### config.mk
export PLATFORM = sky130hd
export DESIGN_NAME = irq_vec_ctrl
export DESIGN_NICKNAME = d
export VERILOG_FILES = /design/src/rtl/irq_pkg.sv /design/src/rtl/irq_flags.sv /design/src/rtl/irq_arbiter.sv /design/src/rtl/irq_seq.sv /design/src/rtl/irq_vec_ctrl.sv
export SDC_FILE = /design/constraint.sdc
export NUM_CORES = 1
export LEC_CHECK = 0
export BUFFER_PORTS_ARGS = -buffer_cell sky130_fd_sc_hd__buf_4
export CORE_MARGIN = 8
export CORE_UTILIZATION = 50
export DETAILED_ROUTE_END_ITERATION = 7
export GPL_TIMING_DRIVEN = 0
export PLACE_DENSITY = 0.81
export SYNTH_ARGS = -nofsm -noshare
export SYNTH_HDL_FRONTEND = slang
export SYNTH_HIERARCHICAL = 1
export SYNTH_SLANG_ARGS = --single-unit
### constraint.sdc
create_clock -name clk -period 4.3 [get_ports clk]
set_clock_uncertainty 0.1 [all_clocks]
set_input_delay 0.86 -clock clk [delete_from_list [all_inputs] [get_ports clk]]
set_output_delay 0.86 -clock clk [all_outputs]
set_load 0.01 [all_outputs]
### src/rtl/irq_pkg.sv
package irq_pkg;
   typedef enum logic [2:0] {
      ST_IDLE,
      ST_XTRA,
      ST_PSW,
      ST_PC,
      ST_VEC
   } seq_st_e;
endpackage

### src/rtl/irq_flags.sv
module irq_flags #(
   parameter int N_SRC = 8
) (
   input  logic             clk,
   input  logic             rst_n,
   input  logic [N_SRC-1:0] set_i,
   input  logic [N_SRC-1:0] clr_i,
   output logic [N_SRC-1:0] flags_o
);
   logic [N_SRC-1:0] flags_q;

   always_ff @(posedge clk or negedge rst_n) begin
      if (!rst_n) flags_q <= '0;
      else        flags_q <= (flags_q & ~clr_i) | set_i;
   end

   assign flags_o = flags_q;

   // a set pulse is never lost, even against a clear
   assert_set_kept_R5: assert property (@(posedge clk) disable iff (!rst_n)
      1'b1 |=> ((flags_o & $past(set_i)) == $past(set_i)));

   // untouched flags hold their value
   assert_pending_hold_R1: assert property (@(posedge clk) disable iff (!rst_n)
      1'b1 |=> ((flags_o & ~$past(set_i | clr_i)) ==
                ($past(flags_o) & ~$past(set_i | clr_i))));
endmodule

### src/rtl/irq_arbiter.sv
module irq_arbiter #(
   parameter int N_SRC = 8,
   localparam int IDW = $clog2(N_SRC)
) (
   input  logic [N_SRC-1:0] req_i,
   input  logic [N_SRC-1:0] mask_i,
   input  logic [N_SRC-1:0] prio_i,
   input  logic             ie_i,
   input  logic             isp_i,
   output logic             any_o,
   output logic [IDW-1:0]   win_o,
   output logic             win_prio_o
);
   logic [N_SRC-1:0] elig;
   logic             hi_any, lo_any;
   logic [IDW-1:0]   hi_id, lo_id;

   for (genvar g = 0; g < N_SRC; g++) begin : g_elig
      assign elig[g] = req_i[g] & ~mask_i[g] & ie_i & (isp_i | ~prio_i[g]);
   end

   // descending scan: the last hit is the lowest index
   always_comb begin
      hi_any = 1'b0;
      lo_any = 1'b0;
      hi_id  = '0;
      lo_id  = '0;
      for (int i = N_SRC - 1; i >= 0; i--) begin
         if (elig[i]) begin
            if (!prio_i[i]) begin
               hi_any = 1'b1;
               hi_id  = IDW'(i);
            end else begin
               lo_any = 1'b1;
               lo_id  = IDW'(i);
            end
         end
      end
   end

   assign any_o      = hi_any | lo_any;
   assign win_o      = hi_any ? hi_id : lo_id;
   assign win_prio_o = ~hi_any;
endmodule

### src/rtl/irq_seq.sv
module irq_seq
   import irq_pkg::*;
#(
   parameter int          N_SRC    = 8,
   parameter int          PC_W     = 16,
   parameter int          PSW_W    = 8,
   parameter logic [15:0] VEC_BASE = 16'h0040,
   localparam int IDW = $clog2(N_SRC)
) (
   input  logic             clk,
   input  logic             rst_n,
   input  logic             accept_i,
   input  logic [IDW-1:0]   win_i,
   input  logic             win_prio_i,
   input  logic [PC_W-1:0]  pc_i,
   input  logic [PSW_W-1:0] psw_i,
   output logic             idle_o,
   output logic             push_valid_o,
   output logic [PC_W-1:0]  push_data_o,
   output logic             vec_load_o,
   output logic [PC_W-1:0]  vec_addr_o
);
   seq_st_e          st_q, st_d;
   logic [IDW-1:0]   id_q;
   logic [PSW_W-1:0] psw_q;
   logic [PC_W-1:0]  pc_q;

   always_comb begin
      st_d = st_q;
      unique case (st_q)
         ST_IDLE: if (accept_i) st_d = win_prio_i ? ST_XTRA : ST_PSW;
         ST_XTRA: st_d = ST_PSW;
         ST_PSW:  st_d = ST_PC;
         ST_PC:   st_d = ST_VEC;
         ST_VEC:  st_d = ST_IDLE;
         default: st_d = ST_IDLE;
      endcase
   end

   always_ff @(posedge clk or negedge rst_n) begin
      if (!rst_n) begin
         st_q  <= ST_IDLE;
         id_q  <= '0;
         psw_q <= '0;
         pc_q  <= '0;
      end else begin
         st_q <= st_d;
         if (accept_i && st_q == ST_IDLE) begin
            id_q  <= win_i;
            psw_q <= psw_i;
            pc_q  <= pc_i;
         end
      end
   end

   assign idle_o       = (st_q == ST_IDLE);
   assign push_valid_o = (st_q == ST_PSW) || (st_q == ST_PC);
   assign push_data_o  = (st_q == ST_PSW) ? PC_W'(psw_q) : pc_q;
   assign vec_load_o   = (st_q == ST_VEC);
   assign vec_addr_o   = PC_W'(VEC_BASE) + (PC_W'(id_q) << 1);

   assert_psw_then_pc_R7: assert property (@(posedge clk) disable iff (!rst_n)
      (st_q == ST_PSW) |=> (st_q == ST_PC) && push_valid_o);
   assert_pc_then_vec_R8: assert property (@(posedge clk) disable iff (!rst_n)
      (st_q == ST_PC) |=> vec_load_o && !push_valid_o);
endmodule

### src/rtl/irq_vec_ctrl.sv
module irq_vec_ctrl #(
   parameter int          N_SRC    = 8,
   parameter int          PC_W     = 16,
   parameter int          PSW_W    = 8,
   parameter int          IE_BIT   = 7,
   parameter int          ISP_BIT  = 1,
   parameter logic [15:0] VEC_BASE = 16'h0040,
   localparam int IDW = $clog2(N_SRC)
) (
   input  logic             clk,
   input  logic             rst_n,
   input  logic [N_SRC-1:0] req_set_i,
   input  logic [N_SRC-1:0] mask_i,
   input  logic [N_SRC-1:0] prio_i,
   input  logic             boundary_i,
   input  logic [PC_W-1:0]  pc_i,
   input  logic             ie_wr_i,
   input  logic             ie_val_i,
   input  logic             reti_i,
   input  logic [PC_W-1:0]  pop_pc_i,
   input  logic             pop_ie_i,
   input  logic             pop_isp_i,
   output logic             ack_o,
   output logic [IDW-1:0]   ack_id_o,
   output logic             busy_o,
   output logic             push_valid_o,
   output logic [PC_W-1:0]  push_data_o,
   output logic             pc_load_o,
   output logic [PC_W-1:0]  pc_load_val_o,
   output logic [PSW_W-1:0] psw_o,
   output logic [N_SRC-1:0] req_flags_o
);
   if (N_SRC < 2 || N_SRC > 64) begin : g_bad_n
      $error("irq_vec_ctrl: N_SRC must lie in 2..64");
   end
   if (IE_BIT == ISP_BIT || IE_BIT >= PSW_W || ISP_BIT >= PSW_W) begin : g_bad_bits
      $error("irq_vec_ctrl: flag bit positions invalid");
   end
   if (PC_W < PSW_W) begin : g_bad_pc
      $error("irq_vec_ctrl: PC_W must cover PSW_W");
   end

   logic             ie_q, isp_q;
   logic             any, win_prio, idle, accept, reti_ok;
   logic [IDW-1:0]   win;
   logic [N_SRC-1:0] clr;
   logic             vec_load;
   logic [PC_W-1:0]  vec_addr;

   irq_flags #(.N_SRC(N_SRC)) u_flags (
      .clk(clk), .rst_n(rst_n), .set_i(req_set_i), .clr_i(clr), .flags_o(req_flags_o)
   );

   irq_arbiter #(.N_SRC(N_SRC)) u_arb (
      .req_i(req_flags_o), .mask_i(mask_i), .prio_i(prio_i), .ie_i(ie_q), .isp_i(isp_q),
      .any_o(any), .win_o(win), .win_prio_o(win_prio)
   );

   assign accept  = idle & boundary_i & ~reti_i & any;
   assign reti_ok = idle & reti_i;

   always_comb begin
      clr = '0;
      if (accept) clr[win] = 1'b1;
   end

   always_comb begin
      psw_o          = '0;
      psw_o[IE_BIT]  = ie_q;
      psw_o[ISP_BIT] = isp_q;
   end

   irq_seq #(.N_SRC(N_SRC), .PC_W(PC_W), .PSW_W(PSW_W), .VEC_BASE(VEC_BASE)) u_seq (
      .clk(clk), .rst_n(rst_n), .accept_i(accept), .win_i(win), .win_prio_i(win_prio),
      .pc_i(pc_i), .psw_i(psw_o), .idle_o(idle), .push_valid_o(push_valid_o),
      .push_data_o(push_data_o), .vec_load_o(vec_load), .vec_addr_o(vec_addr)
   );

   always_ff @(posedge clk or negedge rst_n) begin
      if (!rst_n) begin
         ie_q  <= 1'b0;
         isp_q <= 1'b1;
      end else if (accept) begin
         ie_q  <= 1'b0;
         isp_q <= win_prio;
      end else if (reti_ok) begin
         ie_q  <= pop_ie_i;
         isp_q <= pop_isp_i;
      end else if (ie_wr_i) begin
         ie_q  <= ie_val_i;
      end
   end

   assign ack_o         = accept;
   assign ack_id_o      = win;
   assign busy_o        = ~idle;
   assign pc_load_o     = vec_load | reti_ok;
   assign pc_load_val_o = vec_load ? vec_addr : pop_pc_i;

   assert_take_gate_R2: assert property (@(posedge clk) disable iff (!rst_n)
      ack_o |-> req_flags_o[ack_id_o] && !mask_i[ack_id_o] && psw_o[IE_BIT]);
   assert_level_block_R3: assert property (@(posedge clk) disable iff (!rst_n)
      (ack_o && !psw_o[ISP_BIT]) |-> !prio_i[ack_id_o]);
   assert_ie_cleared_R6: assert property (@(posedge clk) disable iff (!rst_n)
      ack_o |=> !psw_o[IE_BIT] && busy_o && (psw_o[ISP_BIT] == $past(prio_i[ack_id_o])));
   assert_no_take_busy_R2: assert property (@(posedge clk) disable iff (!rst_n)
      busy_o |-> !ack_o);
   assert_single_strobe_R8: assert property (@(posedge clk) disable iff (!rst_n)
      $onehot0({push_valid_o, pc_load_o}));
endmodule

### Word level (Yosys, flattened, before mapping)

Cells that the tools add are included.

| word-level totals | value |
|---|---|
| logic and storage cells | 159 |
| input port bits | 64 |
| output and inout port bits | 55 |
| flip-flop bits (word level) | 34 |

| cells by class | value |
|---|---|
| reductions and logical operators | 6 |
| bitwise operators | 60 |
| mux-type cells | 78 |
| $add $sub $neg | 1 |
| magnitude comparators | 2 |
| equality and inequality tests | 5 |

Operators with widths:

| operator | count |
|---|---|
| 2-to-1 mux 3 bit | 34 |
| 2-to-1 mux 1 bit | 38 |
| 2-to-1 mux 16 bit | 2 |
| AND 1 bit | 28 |
| inverter 1 bit | 19 |
| one-hot mux 3 bit (4 select lines) | 1 |
| bitwise OR 1 bit | 10 |
| adder 7 x 4 -> 8 bit (first input constant) | 1 |
| AND 8 bit | 1 |
| 2-to-1 mux 8 bit | 1 |
| inverter 8 bit | 1 |
| bitwise OR 8 bit | 1 |
| == test 3 x 2 -> 1 bit (second input constant) | 2 |
| < comparator 3 x 4 -> 1 bit (second input constant) | 1 |
| demux 1 bit (select 3 bit) | 1 |
| == test 3 x 1 -> 1 bit (second input constant) | 1 |
| == test 3 bit (second input constant) | 1 |
| >= comparator 3 x 1 -> 1 bit (second input constant) | 1 |
| zero test 3 bit | 1 |
| nonzero test 3 bit | 1 |
| logical AND 1 bit | 2 |
| 2-to-1 mux 2 bit | 1 |
| != test 2 x 1 -> 1 bit (second input constant) | 1 |
| nonzero test 2 bit | 1 |
| logical OR 1 bit | 1 |

### Logic depth before layout (Yosys ltp)

Gate-level depths: netlist (run 1).

| logic depth | value |
|---|---|
| word-level depth | 28 |
| depth in mapped cells | 11 |
| depth with buffers taken out | 9 |

### Modules after synthesis

The synthesis (run 1) kept the hierarchy.

By module, submodules not included:

| module | area each (um^2) | seq. area each (um^2) | instances | cells each |
|---|---|---|---|---|
| irq_seq | 1438.9 | 750.7 | 1 | 105 |
| irq_vec_ctrl | 475.5 | 51.3 | 1 | 53 |
| irq_arbiter | 429.2 | 0.0 | 1 | 51 |
| irq_flags | 290.3 | 200.2 | 1 | 24 |

### Least setup slack after synthesis (run 1)

Ideal clock, no wire load.

| timing | value |
|---|---|
| kind | input port to flip-flop |
| from | input port mask_i[5] |
| to | register u_seq.id_q[2] |
| data arrival time | 2827 ps |
| required time | 4075 ps |
| stages | 9 |
| buffers on the path | 2 |
| path slack | 1248 ps |
| cell sequence | nand3b_1 > a41oi_1 > and3b_1 > nand2_1 > and4b_1 > buf_6 > nor4b_4 > buf_6 > mux2_2 |

| between the ends | value |
|---|---|
| word-level cells in the longest chain between the ends | 18 |
| elaborated cells between the ends (all ways) | 52 |
| classes of those cells | 45 x mux; 6 x bitwise; 1 x reduce/logical |

Ends and longest elaborated chain:

| item | RTL line | RTL |
|---|---|---|
| start, declared | irq_vec_ctrl.sv:13 | `input logic [N_SRC-1:0] mask_i,` |
| inverter 1 bit (*) | irq_arbiter.sv:19 | `assign elig[g] = req_i[g] & ~mask_i[g] & ie_i & (isp_i \| ~prio_i[g]);` |
| AND 1 bit (*) (3 in series) | irq_arbiter.sv:19 |  |
| 2-to-1 mux 1 bit | irq_arbiter.sv:29 | `if (elig[i]) begin` |
| 2-to-1 mux 1 bit | irq_arbiter.sv:30 | `if (!prio_i[i]) begin` |
| 2-to-1 mux 1 bit | irq_arbiter.sv:29 |  |
| 2-to-1 mux 1 bit | irq_arbiter.sv:30 |  |
| 2-to-1 mux 1 bit | irq_arbiter.sv:29 |  |
| 2-to-1 mux 1 bit | irq_arbiter.sv:30 |  |
| [2 not listed] | - |  |
| 2-to-1 mux 1 bit | irq_arbiter.sv:29 |  |
| 2-to-1 mux 1 bit | irq_arbiter.sv:30 |  |
| 2-to-1 mux 1 bit | irq_arbiter.sv:29 |  |
| bitwise OR 1 bit (*) | irq_arbiter.sv:41 | `assign any_o = hi_any \| lo_any;` |
| named net any | irq_vec_ctrl.sv:44 | `logic any, win_prio, idle, accept, reti_ok;` |
| AND 1 bit (*) | irq_vec_ctrl.sv:59 | `assign accept = idle & boundary_i & ~reti_i & any;` |
| named net ack_o | irq_vec_ctrl.sv:23 | `output logic ack_o,` |
| logical AND 1 bit (*) | irq_seq.sv:48 | `if (accept_i && st_q == ST_IDLE) begin` |
| end signal, assigned | irq_seq.sv:49 | `id_q <= win_i;` |
| end, declared | irq_seq.sv:24 | `logic [IDW-1:0] id_q;` |

Mark *: on every way through the listed nets, which the timed path passes. The rest lies on a longest branch.
A chain may end at the register's enable or synchronous reset.

### Worst setup path after layout (run 1)

| timing | value |
|---|---|
| from | input port prio_i[1] |
| to | output port ack_id_o[2] |

| between the ends | value |
|---|---|
| word-level cells in the longest chain between the ends | 7 |
| elaborated cells between the ends (all ways) | 16 |
| classes of those cells | 13 x mux; 3 x bitwise |

Ends and longest elaborated chain:

| item | RTL line | RTL |
|---|---|---|
| start, declared | irq_vec_ctrl.sv:14 | `input logic [N_SRC-1:0] prio_i,` |
| inverter 1 bit | irq_arbiter.sv:19 |  |
| bitwise OR 1 bit | irq_arbiter.sv:19 |  |
| AND 1 bit | irq_arbiter.sv:19 |  |
| 2-to-1 mux 3 bit or 2-to-1 mux 1 bit (tied branches) | irq_arbiter.sv:29 |  |
| 2-to-1 mux 3 bit or 2-to-1 mux 1 bit (tied branches) | irq_arbiter.sv:30 |  |
| 2-to-1 mux 3 bit or 2-to-1 mux 1 bit (tied branches) | irq_arbiter.sv:29 |  |
| 2-to-1 mux 3 bit (*) | irq_arbiter.sv:42 | `assign win_o = hi_any ? hi_id : lo_id;` |
| end, declared | irq_vec_ctrl.sv:24 | `output logic [IDW-1:0] ack_id_o,` |

Every way passes the cells marked *; elsewhere a longest branch is shown, timed or not.

==> results.py, run 1 <==
metrics = {
    "outcome": {
        "status": "complete, no violations",
    },
    "logic_synthesis": {
        "synth-compound-area-share_pct": 7.65,
        "synth-simple-area-share_pct": 20.9,
        "synthAdderAreaFrac_pct": 0,
        "avgSynthCellArea_sq_um": 11.3,
        "yosysSeqAreaShare_pct": 38.1,
        "synth_top_family_by_area": "multiplexers",
        "yosys_warnings": 6,
        "synthCells": 233,
        "synth-main-ff-cell": "dfrtp_1",
        "synthArstFlopShare_pct": 100,
        "synthXorXnorAreaFrac_pct": 0,
        "synth-edff-count": 0,
        "yosys_register_bits": 40,
        "netlist_area_sq_um": 2630,
        "synthMuxAreaShare_pct": 22.2,
        "synth_cell_types": 48,
    },
    "clock_network": {
        "cts_made_buffers": 5,
        "clk_pin_slew_ns": 0.08,
        "clock_latency_ns": 0.29,
        "post_cts_buffers": 0,
        "cts_max_level": 2,
        "cts_buffer_depth": 2,
        "cts_tree": "yes",
        "numClockSinks": 40,
        "cts_root_buf": "clkbuf_8",
        "cts.repair.resized": 0,
        "cts_hold_buf": 0,
    },
    "cells_and_area": {
        "layout_common_cells": "buf_4 (135), mux2_2 (49), dfrtp_1 (39)",
        "syn_to_final_growth_pct": 43.2,
        "regArea_sq_um": 1000,
        "fin_nets": 438,
        "fillers": 385,
        "diodes": 0,
        "final_common_cell": "buf_4",
        "multi_input_area_sq_um": 1430,
        "final_layout_size_suffix_gt1_share_pct": 58.7,
        "fin_area_sq_um": 3770,
    },
    "sta": {
        "hold_viol_final": 0,
        "relSlewSlack_pct": 30.0,
        "rsz0062_at_grt": "no",
        "setup-violations-final": 0,
        "tns_ns": 0,
        "tightest_slew_ns": 1.04,
        "min_period_ns": 3.73,
        "max_freq_mhz": 268,
        "final_max_slew_viol_count": 0,
        "fin_crit_sh_pct": 86.7,
    },
    "detailed_routing": {
        "via_count": 2158,
        "routedWlPerCell_microns": 15.8,
        "postRouteWirelength_microns": 7030,
        "antenna_left": 0,
        "route.met2.wl_microns": 3570,
        "drcViolationCount": 0,
        "drtIter0Drc": 103,
        "drt-vias-per-instance": 4.85,
        "route.met3.wl_microns": 722,
        "m1WireLength_microns": 2710,
        "drt_pass1_iterations": 4,
        "maxUsedRoutingLayer": "met4",
    },
    "critical_path": {
        "crit_cells": 6,
        "cp_max_fo": 7,
        "worstPathRequired_ns": 3.34,
        "startpoint": "prio_i[1]",
        "crit_buf_inv": 2,
        "critical_path_class": "input port to primary output",
        "reg2reg_depth": 10,
        "reg2reg_slack_ns": 1.31,
        "cp_slowest_stage_delay_ns": 0.84,
        "crit_arrival_ns": 2.77,
        "worstSetupEndpointType": "primary output",
        "worstReg2RegStart": "ie_q",
        "r2r-end": "u_seq/id_q[2]",
        "crit_chain": "buf_4 > and3b_1 > o21ai_0 > nand3_1 > a21boi_0 > buf_4",
        "critPathLaunchType": "input port",
        "cpLargestDelayFamily": "compound AO/OA/AOI/OAI gates",
        "crit_slowest_cell": "a21boi_0",
        "cpMostUsedCell": "buf_4",
    },
    "min_path": {
        "whs_path_depth": 1,
        "worstHoldStart": "u_seq/pc_q[14]",
        "holdPathEnd": "u_seq/pc_q[14]",
        "hold_class": "flip-flop to flip-flop",
    },
    "power_and_ir_drop": {
        "vdd_ir_drop_max_mv": 0.409,
        "powerDensity_nw_per_um2": 551,
        "cellLeakagePower_uw": 0.00180,
    },
    "placed_design": {
        "dp_hpwl_microns": 5710,
        "dpl_cell_area_sq_um": 3640,
        "place_congestion": 0.879,
        "port_buffers": 112,
    },
    "floorplanning": {
        "die_h_microns": 88.6,
        "placementRows": 26,
        "initial_utilization_pct": 51.6,
        "die_w_microns": 88.6,
        "coreArea_sq_um": 5110,
        "io_pins": 119,
        "dieArea_sq_um": 7850,
    },
    "global_routing": {
        "grt_max_degree": 41,
        "grtUsageTotal_pct": 18.5,
        "grt_pass1_wl_microns": 11400,
        "antenna_found_initial": 0,
        "grt_pass1_vias": 2343,
        "overflow": 0,
    },
    "run": {
        "drv_cap": 0,
    },
}
-- worst reg2reg max path, stage by stage (launching register included) --
cell     delay [ns]
dfrtp_1        0.48
buf_6          0.18
nand2_1        0.11
a41oi_1        0.23
and3b_1        0.21
nand2_1        0.05
and4b_1        0.19
buf_6          0.15
nor4b_4        0.56
buf_6          0.26
mux2_2         0.35
-- per-layer routing --
metal	GRT usage, %	vias to the layer above
met5	0	-
met4	3.38	0
met3	7.15	2
met2	32.2	82
met1	21.1	1013
li1	-	1061
-- synthesized netlist by cell type (all sizes together), types with 2 or more instances --
library cell / number / area share, %
nor3b: 2 / 0.76
o21ai: 4 / 0.76
and4bb: 8 / 4.2
inv: 9 / 1.3
conb: 3 / 0.43
nor2: 11 / 1.6
buf: 31 / 9.5
nand2b: 5 / 1.5
a21o: 9 / 2.6
nand4bb: 2 / 0.86
and3b: 6 / 2.0
a21oi: 5 / 0.95
mux2: 51 / 22
nor2b: 10 / 2.4
nand3: 2 / 0.38
nor3: 4 / 1.1
and2: 3 / 0.86
nor4: 2 / 1.3
nand3b: 5 / 1.4
nand2: 7 / 1.3
dfrtp: 39 / 37
-- metrics by stage --
step,setup WS (ns),utilization [%],total power (uW),instances,hold WS [ns]
2_1_floorplan,1.25,-,1300,255,0.350
3_3_place_gp,0.607,71.4,1730,437,0.359
3_5_place_dp,0.601,71.4,1760,437,0.368
4_1_cts,0.593,73.8,2100,445,0.386
5_1_grt,0.408,73.8,2230,445,0.417
6_report,0.572,73.8,2080,445,0.382
-- cells by family (layout without fill, tap and decap cells) --
group	after synthesis	after routing
flops	40	40
mux	52	52
buf+inv	40	160
compound gates	29	29
simple gates	69	69
other cells	3	25
-- registers in the layout, summed over array words and instances (netlist names) --
signal,count
ie_q,1
isp_q,1
u_flags/flags_o,8
u_seq/id_q,3
u_seq/pc_q,16
u_seq/psw_q,8
u_seq/st_q,3
-- where the power goes --
| group | internal, uW | switching, uW | total [uW] |
|---|---|---|---|
| clock network | 205 | 131 | 336 |
| logic | 626 | 503 | 1130 |
| registers | 531 | 82.6 | 614 |
-- final cells by class --
cell class	instances	area share, %
Multi-Input combinational cell	175	37.9
Timing Repair Buffer	112	22.3
Clock buffer	7	2.55
Tap cell	70	2.32
Sequential cell	40	26.6
Inverter	9	0.896
Buffer	31	6.64
Clock inverter	1	0.796
-- worst max-delay path by stage --
stage,endpoint,slack (ns)
CTS,ack_id_o[2],0.59
global placement,ack_id_o[2],0.61
detailed placement,ack_id_o[2],0.60
global route,ack_id_o[2],0.41
finish,ack_id_o[2],0.57
floorplan,u_seq/id_q[2],1.25
Note: power is estimated with default switching activity, not from simulation.
==> run 2, diff against run 1 <==
--- a/config.mk
+++ b/config.mk
@@ -8,9 +8,11 @@
 export BUFFER_PORTS_ARGS = -buffer_cell sky130_fd_sc_hd__buf_4
 export CORE_MARGIN = 8
 export CORE_UTILIZATION = 50
+export CTS_BUF_LIST = sky130_fd_sc_hd__clkbuf_4
 export DETAILED_ROUTE_END_ITERATION = 7
 export GPL_TIMING_DRIVEN = 0
 export PLACE_DENSITY = 0.81
+export SETUP_SLACK_MARGIN = 0.2
 export SYNTH_ARGS = -nofsm -noshare
 export SYNTH_HDL_FRONTEND = slang
 export SYNTH_HIERARCHICAL = 1
==> run 2 against run 1 <==
- sequential power is essentially flat
- first-iteration DRC count is 31% lower
- wire length is 0.36% lower
- register-to-register slack hardly changed
- critical path depth is the same
- combinational power hardly changed
- critical path type unchanged
- fmax fell by 1.3%
- clock-buffer cell count is 2 lower
- cell area decreased by 1.4%
- sequential cell count did not move
==> results.py, run 2 (synthesized netlist as in run 1, its figures left out) <==
metrics = {
    "power_and_ir_drop": {
        "p_sw_share_pct": 35.7,
        "power.internal_uw": 1280,
        "p_switching_uw": 709,
        "sequentialPowerShare_pct": 30.8,
        "clkPwrFrac_pct": 12.2,
        "p_comb_share_pct": 56.9,
        "vdd_ir_drop_max_mv": 0.364,
        "cellLeakagePower_uw": 0.00177,
        "powerDensity_nw_per_um2": 533,
    },
    "cells_and_area": {
        "fillers": 392,
        "fin_nets": 438,
        "largest_reg_flops": 16,
        "diodes": 0,
        "layout_common_cells": "buf_4 (135), mux2_2 (49), dfrtp_1 (39)",
        "syn_to_final_growth_pct": 41.2,
        "regMostFlops": "u_seq/pc_q",
        "regArea_sq_um": 1000,
        "final_common_cell": "buf_4",
        "multi_input_area_sq_um": 1430,
        "final_layout_size_suffix_gt1_share_pct": 58.1,
    },
    "sta": {
        "tns_ns": 0,
        "max_freq_mhz": 265,
        "hold_viol_final": 0,
        "relSlewSlack_pct": 25.2,
        "rsz0062_at_grt": "no",
        "hold_ws_ns": 0.382,
        "setup-violations-final": 0,
        "final_max_slew_viol_count": 0,
        "fin_crit_sh_pct": 87.8,
        "tightest_slew_ns": 1.11,
        "min_period_ns": 3.78,
    },
    "critical_path": {
        "crit_buf_inv": 2,
        "crit_slowest_cell": "a21boi_0",
        "cpLargestDelayFamily": "compound AO/OA/AOI/OAI gates",
        "critPathLaunchType": "input port",
        "cp_max_fo": 7,
        "crit_arrival_ns": 2.82,
        "r2r-end": "u_seq/id_q[2]",
        "reg2reg_depth": 10,
        "crit_chain": "buf_4 > and3b_1 > o21ai_0 > nand3_1 > a21boi_0 > buf_4",
        "reg2reg_slack_ns": 1.32,
        "worstReg2RegStart": "ie_q",
        "worstSetupEndpointType": "primary output",
        "cp_slowest_stage_delay_ns": 0.90,
        "critical_path_class": "input port to primary output",
        "cpMostUsedCell": "buf_4",
        "worstPathRequired_ns": 3.34,
    },
    "clock_network": {
        "clock_latency_ns": 0.34,
        "cts_buffer_depth": 2,
        "cts_hold_buf": 0,
        "cts_made_buffers": 5,
        "cts.repair.resized": 0,
        "cts_root_buf": "clkbuf_4",
        "cts_max_level": 2,
        "clk_pin_slew_ns": 0.12,
        "numClockSinks": 40,
        "cts_tree": "yes",
        "post_cts_buffers": 0,
    },
    "detailed_routing": {
        "drcViolationCount": 0,
        "drt-vias-per-instance": 4.86,
        "drtIter0Drc": 71,
        "antenna_left": 0,
        "drt_pass1_iterations": 4,
        "via_count": 2162,
        "routedWlPerCell_microns": 15.8,
        "postRouteWirelength_microns": 7010,
    },
    "global_routing": {
        "grt_max_degree": 41,
        "grt_pass1_wl_microns": 11400,
        "overflow": 0,
        "antenna_found_initial": 0,
        "grt_pass1_vias": 2354,
        "grtUsageTotal_pct": 18.5,
    },
    "floorplanning": {
        "dieArea_sq_um": 7850,
        "placementRows": 26,
        "die_w_microns": 88.6,
        "initial_utilization_pct": 51.6,
        "die_h_microns": 88.6,
        "io_pins": 119,
        "coreArea_sq_um": 5110,
    },
    "outcome": {
        "status": "complete, no violations",
    },
    "placed_design": {
        "dp_hpwl_microns": 5710,
        "port_buffers": 112,
        "place_congestion": 0.879,
    },
    "min_path": {
        "hold_class": "input port to asynchronous set/reset pin",
    },
    "run": {
        "drv_cap": 0,
    },
}
[run 2: cell count changes in the layout (fill, tap and decap cells not counted)]
| cell | delta |
|---|---|
| clkbuf_8 | -7 |
| clkbuf_4 | +5 |
| clkinv_1 | +2 |
[run 2: layout make-up]
class | instances | share of cell area [%]
well taps | 70 | 2.35
inverters | 9 | 0.908
repair buffers | 112 | 22.6
clock buffers | 5 | 1.01
plain buffers | 31 | 6.73
flip-flops and latches | 40 | 26.9
multi-input cells | 175 | 38.4
clock inverters | 3 | 1.01
[run 2: metrics by stage]
step / total power [uW] / worst slack [ns] / util (%) / cells / cell area (sq um)
3_3_place_gp: 1730 / 0.607 / 71.4 / 437 / 3640
5_1_grt: 2130 / 0.408 / 72.8 / 445 / 3720
3_5_place_dp: 1760 / 0.601 / 71.4 / 437 / 3640
4_1_cts: 2010 / 0.593 / 72.8 / 445 / 3720
6_report: 1980 / 0.523 / 72.8 / 445 / 3720
2_1_floorplan: 1300 / 1.25 / - / 255 / 2720
[run 2: power by group through the flow]
stage	combinational (uW)	clock [uW]	sequential (uW)
6_report	1130	243	612
5_1_grt	1230	266	637
4_1_cts	1150	251	613
3_5_place_dp	1140	0	622
3_3_place_gp	1120	0	611
2_1_floorplan	707	0	591
[run 2: how the worst max path moves through the flow]
stage,from,slack [ns],cells past startpoint,to
detailed placement,prio_i[1],0.60,6,ack_id_o[2]
floorplan,mask_i[5],1.25,9,u_seq/id_q[2]
global route,prio_i[1],0.41,6,ack_id_o[2]
global placement,prio_i[1],0.61,6,ack_id_o[2]
finish,prio_i[1],0.52,6,ack_id_o[2]
CTS,prio_i[1],0.59,6,ack_id_o[2]
[run 2: metal layers]
metal / up-vias / part of all wire (%) / global-route usage (%)
met5: - / 0 / 0
met3: 6 / 10 / 6.87
met1: 1007 / 38 / 21.0
met2: 85 / 51 / 32.3
met4: 0 / 0.83 / 3.38
li1: 1064 / - / -
[run 2: worst register-to-register path: cells and delay by family, from the launching register on]
family	cells	cell delay, ns
and+or+nand+nor	5	1.11
buffers and inverters	3	0.59
AOI/OAI and AO/OA	1	0.23
muxes	1	0.35
DFF	1	0.49
==> run 3, diff against run 2 <==
--- a/config.mk
+++ b/config.mk
@@ -6,10 +6,11 @@
 export NUM_CORES = 1
 export LEC_CHECK = 0
 export BUFFER_PORTS_ARGS = -buffer_cell sky130_fd_sc_hd__buf_4
-export CORE_MARGIN = 8
+export CORE_MARGIN = 10
 export CORE_UTILIZATION = 50
 export CTS_BUF_LIST = sky130_fd_sc_hd__clkbuf_4
 export DETAILED_ROUTE_END_ITERATION = 7
+export GPL_ROUTABILITY_DRIVEN = 1
 export GPL_TIMING_DRIVEN = 0
 export PLACE_DENSITY = 0.81
 export SETUP_SLACK_MARGIN = 0.2
==> run 3 against run 2 <==
- utilization is 0.49 points lower
- critical path depth stayed put
- non-clock buffer count unchanged
- final cell count shrank 0.22%
- largest power group unchanged
- total power shrank 2.6%
- sequential power is essentially flat
- sequential cell count is the same
==> results.py, run 3 (synthesized netlist as in run 1, its figures left out) <==
metrics = {
    "outcome": {
        "status": "complete, no violations",
    },
    "sta": {
        "final_max_slew_viol_count": 0,
        "max_freq_mhz": 281,
        "rsz0062_at_grt": "no",
        "tns_ns": 0,
        "relSlewSlack_pct": 37.5,
        "tightest_slew_ns": 0.930,
        "hold_ws_ns": 0.379,
        "setup-violations-final": 0,
        "min_period_ns": 3.56,
        "hold_viol_final": 0,
        "setup_slack_ns": 0.743,
        "fin_crit_sh_pct": 82.7,
    },
    "cells_and_area": {
        "syn_to_final_growth_pct": 40.3,
        "fin_nets": 438,
        "largest_reg_flops": 16,
        "layout_common_cells": "buf_4 (135), mux2_2 (49), dfrtp_1 (39)",
        "fillers": 411,
        "diodes": 0,
        "final_common_cell": "buf_4",
        "regMostFlops": "u_seq/pc_q",
        "final_layout_size_suffix_gt1_share_pct": 58.6,
        "fin_area_sq_um": 3690,
    },
    "detailed_routing": {
        "drcViolationCount": 0,
        "drt-vias-per-instance": 4.89,
        "routedWlPerCell_microns": 16.1,
        "drtIter0Drc": 69,
        "drt_pass1_iterations": 4,
        "postRouteWirelength_microns": 7150,
        "antenna_left": 0,
        "via_count": 2171,
    },
    "power_and_ir_drop": {
        "powerDensity_nw_per_um2": 523,
        "cellLeakagePower_uw": 0.00176,
        "vdd_ir_drop_max_mv": 0.345,
    },
    "critical_path": {
        "worstSetupEndpointType": "primary output",
        "r2r-end": "u_seq/pc_q[3]",
        "crit_arrival_ns": 2.60,
        "reg2reg_slack_ns": 1.28,
        "reg2reg_depth": 10,
        "worstReg2RegStart": "ie_q",
        "cp_max_fo": 7,
        "worstPathRequired_ns": 3.34,
        "critPathLaunchType": "input port",
        "critical_path_class": "input port to primary output",
    },
    "global_routing": {
        "grt_pass1_vias": 2381,
        "antenna_found_initial": 0,
        "grtUsageTotal_pct": 16.1,
        "grt_pass1_wl_microns": 11400,
        "grt_max_degree": 41,
        "overflow": 0,
    },
    "floorplanning": {
        "initial_utilization_pct": 51.6,
        "dieArea_sq_um": 8570,
        "io_pins": 119,
        "placementRows": 26,
        "coreArea_sq_um": 5110,
        "die_h_microns": 92.6,
        "die_w_microns": 92.6,
    },
    "clock_network": {
        "post_cts_buffers": 0,
        "numClockSinks": 40,
        "clock_latency_ns": 0.34,
        "cts.repair.resized": 0,
        "cts_root_buf": "clkbuf_4",
        "clk_pin_slew_ns": 0.12,
        "cts_hold_buf": 0,
        "cts_buffer_depth": 2,
        "cts_made_buffers": 5,
        "cts_max_level": 2,
        "cts_tree": "yes",
    },
    "min_path": {
        "hold_class": "input port to asynchronous set/reset pin",
    },
    "placed_design": {
        "dp_hpwl_microns": 5930,
        "port_buffers": 112,
        "post-place-ws_ns": 0.758,
        "dpl_cell_area_sq_um": 3640,
        "place_congestion": 0.879,
    },
    "run": {
        "drv_cap": 0,
    },
}
run 3: changes by cell type in the layout (fill, tap and decap cells not counted):
cell       change
clkinv_2       +1
bufinv_16      -1
clkbuf_4       +1
clkinv_1       -2
run 3: worst max path at each step:
stage,start,to,slack [ns]
6_report,prio_i[1],ack_id_o[2],0.74
5_1_grt,prio_i[1],ack_id_o[2],0.58
4_1_cts,prio_i[1],ack_id_o[2],0.75
3_5_place_dp,prio_i[1],ack_id_o[2],0.76
3_3_place_gp,prio_i[1],ack_id_o[2],0.75
2_1_floorplan,mask_i[5],u_seq/id_q[2],1.25
run 3: final cells by class:
cell class	instances	area, sq um	share of cell area (%)
buffer	31	250	6.77
timing repair buffer	112	841	22.8
multi-input combinational	175	1430	38.7
sequential	40	1000	27.1
clock buffer	6	45.0	1.22
clock inverter	1	5.00	0.135
inverter	9	33.8	0.914
tap	70	87.6	2.37
run 3: worst max-delay path, stage by stage:
cell	delay, ns
buf_4	0.11
and3b_1	0.20
o21ai_0	0.30
nand3_1	0.11
a21boi_0	0.76
buf_4	0.26
run 3: stage by stage:
step                      utilization, %  total power (uW)  std cells
after detailed placement            71.4              1770        437
after global placement              71.4              1730        437
after CTS                           72.3              1960        444
after global routing                72.3              2080        444
final                               72.3              1930        444
after floorplan                        -              1300        255
run 3: routing by layer:
metal  share of wire [%]  track usage [%]  wire, microns  vias up
met5                   0                0              0        -
met4                 1.4             4.24            103        0
met3                  11             7.26            751       11
met2                  50             29.2           3570       79
met1                  38             16.4           2730     1018
li1                    -                -              -     1063
run 3: power by group:
| part | total [uW] | internal [uW] | switching, uW |
|---|---|---|---|
| logic | 1130 | 627 | 505 |
| clock network | 186 | 66.7 | 120 |
| registers | 613 | 530 | 83.1 |
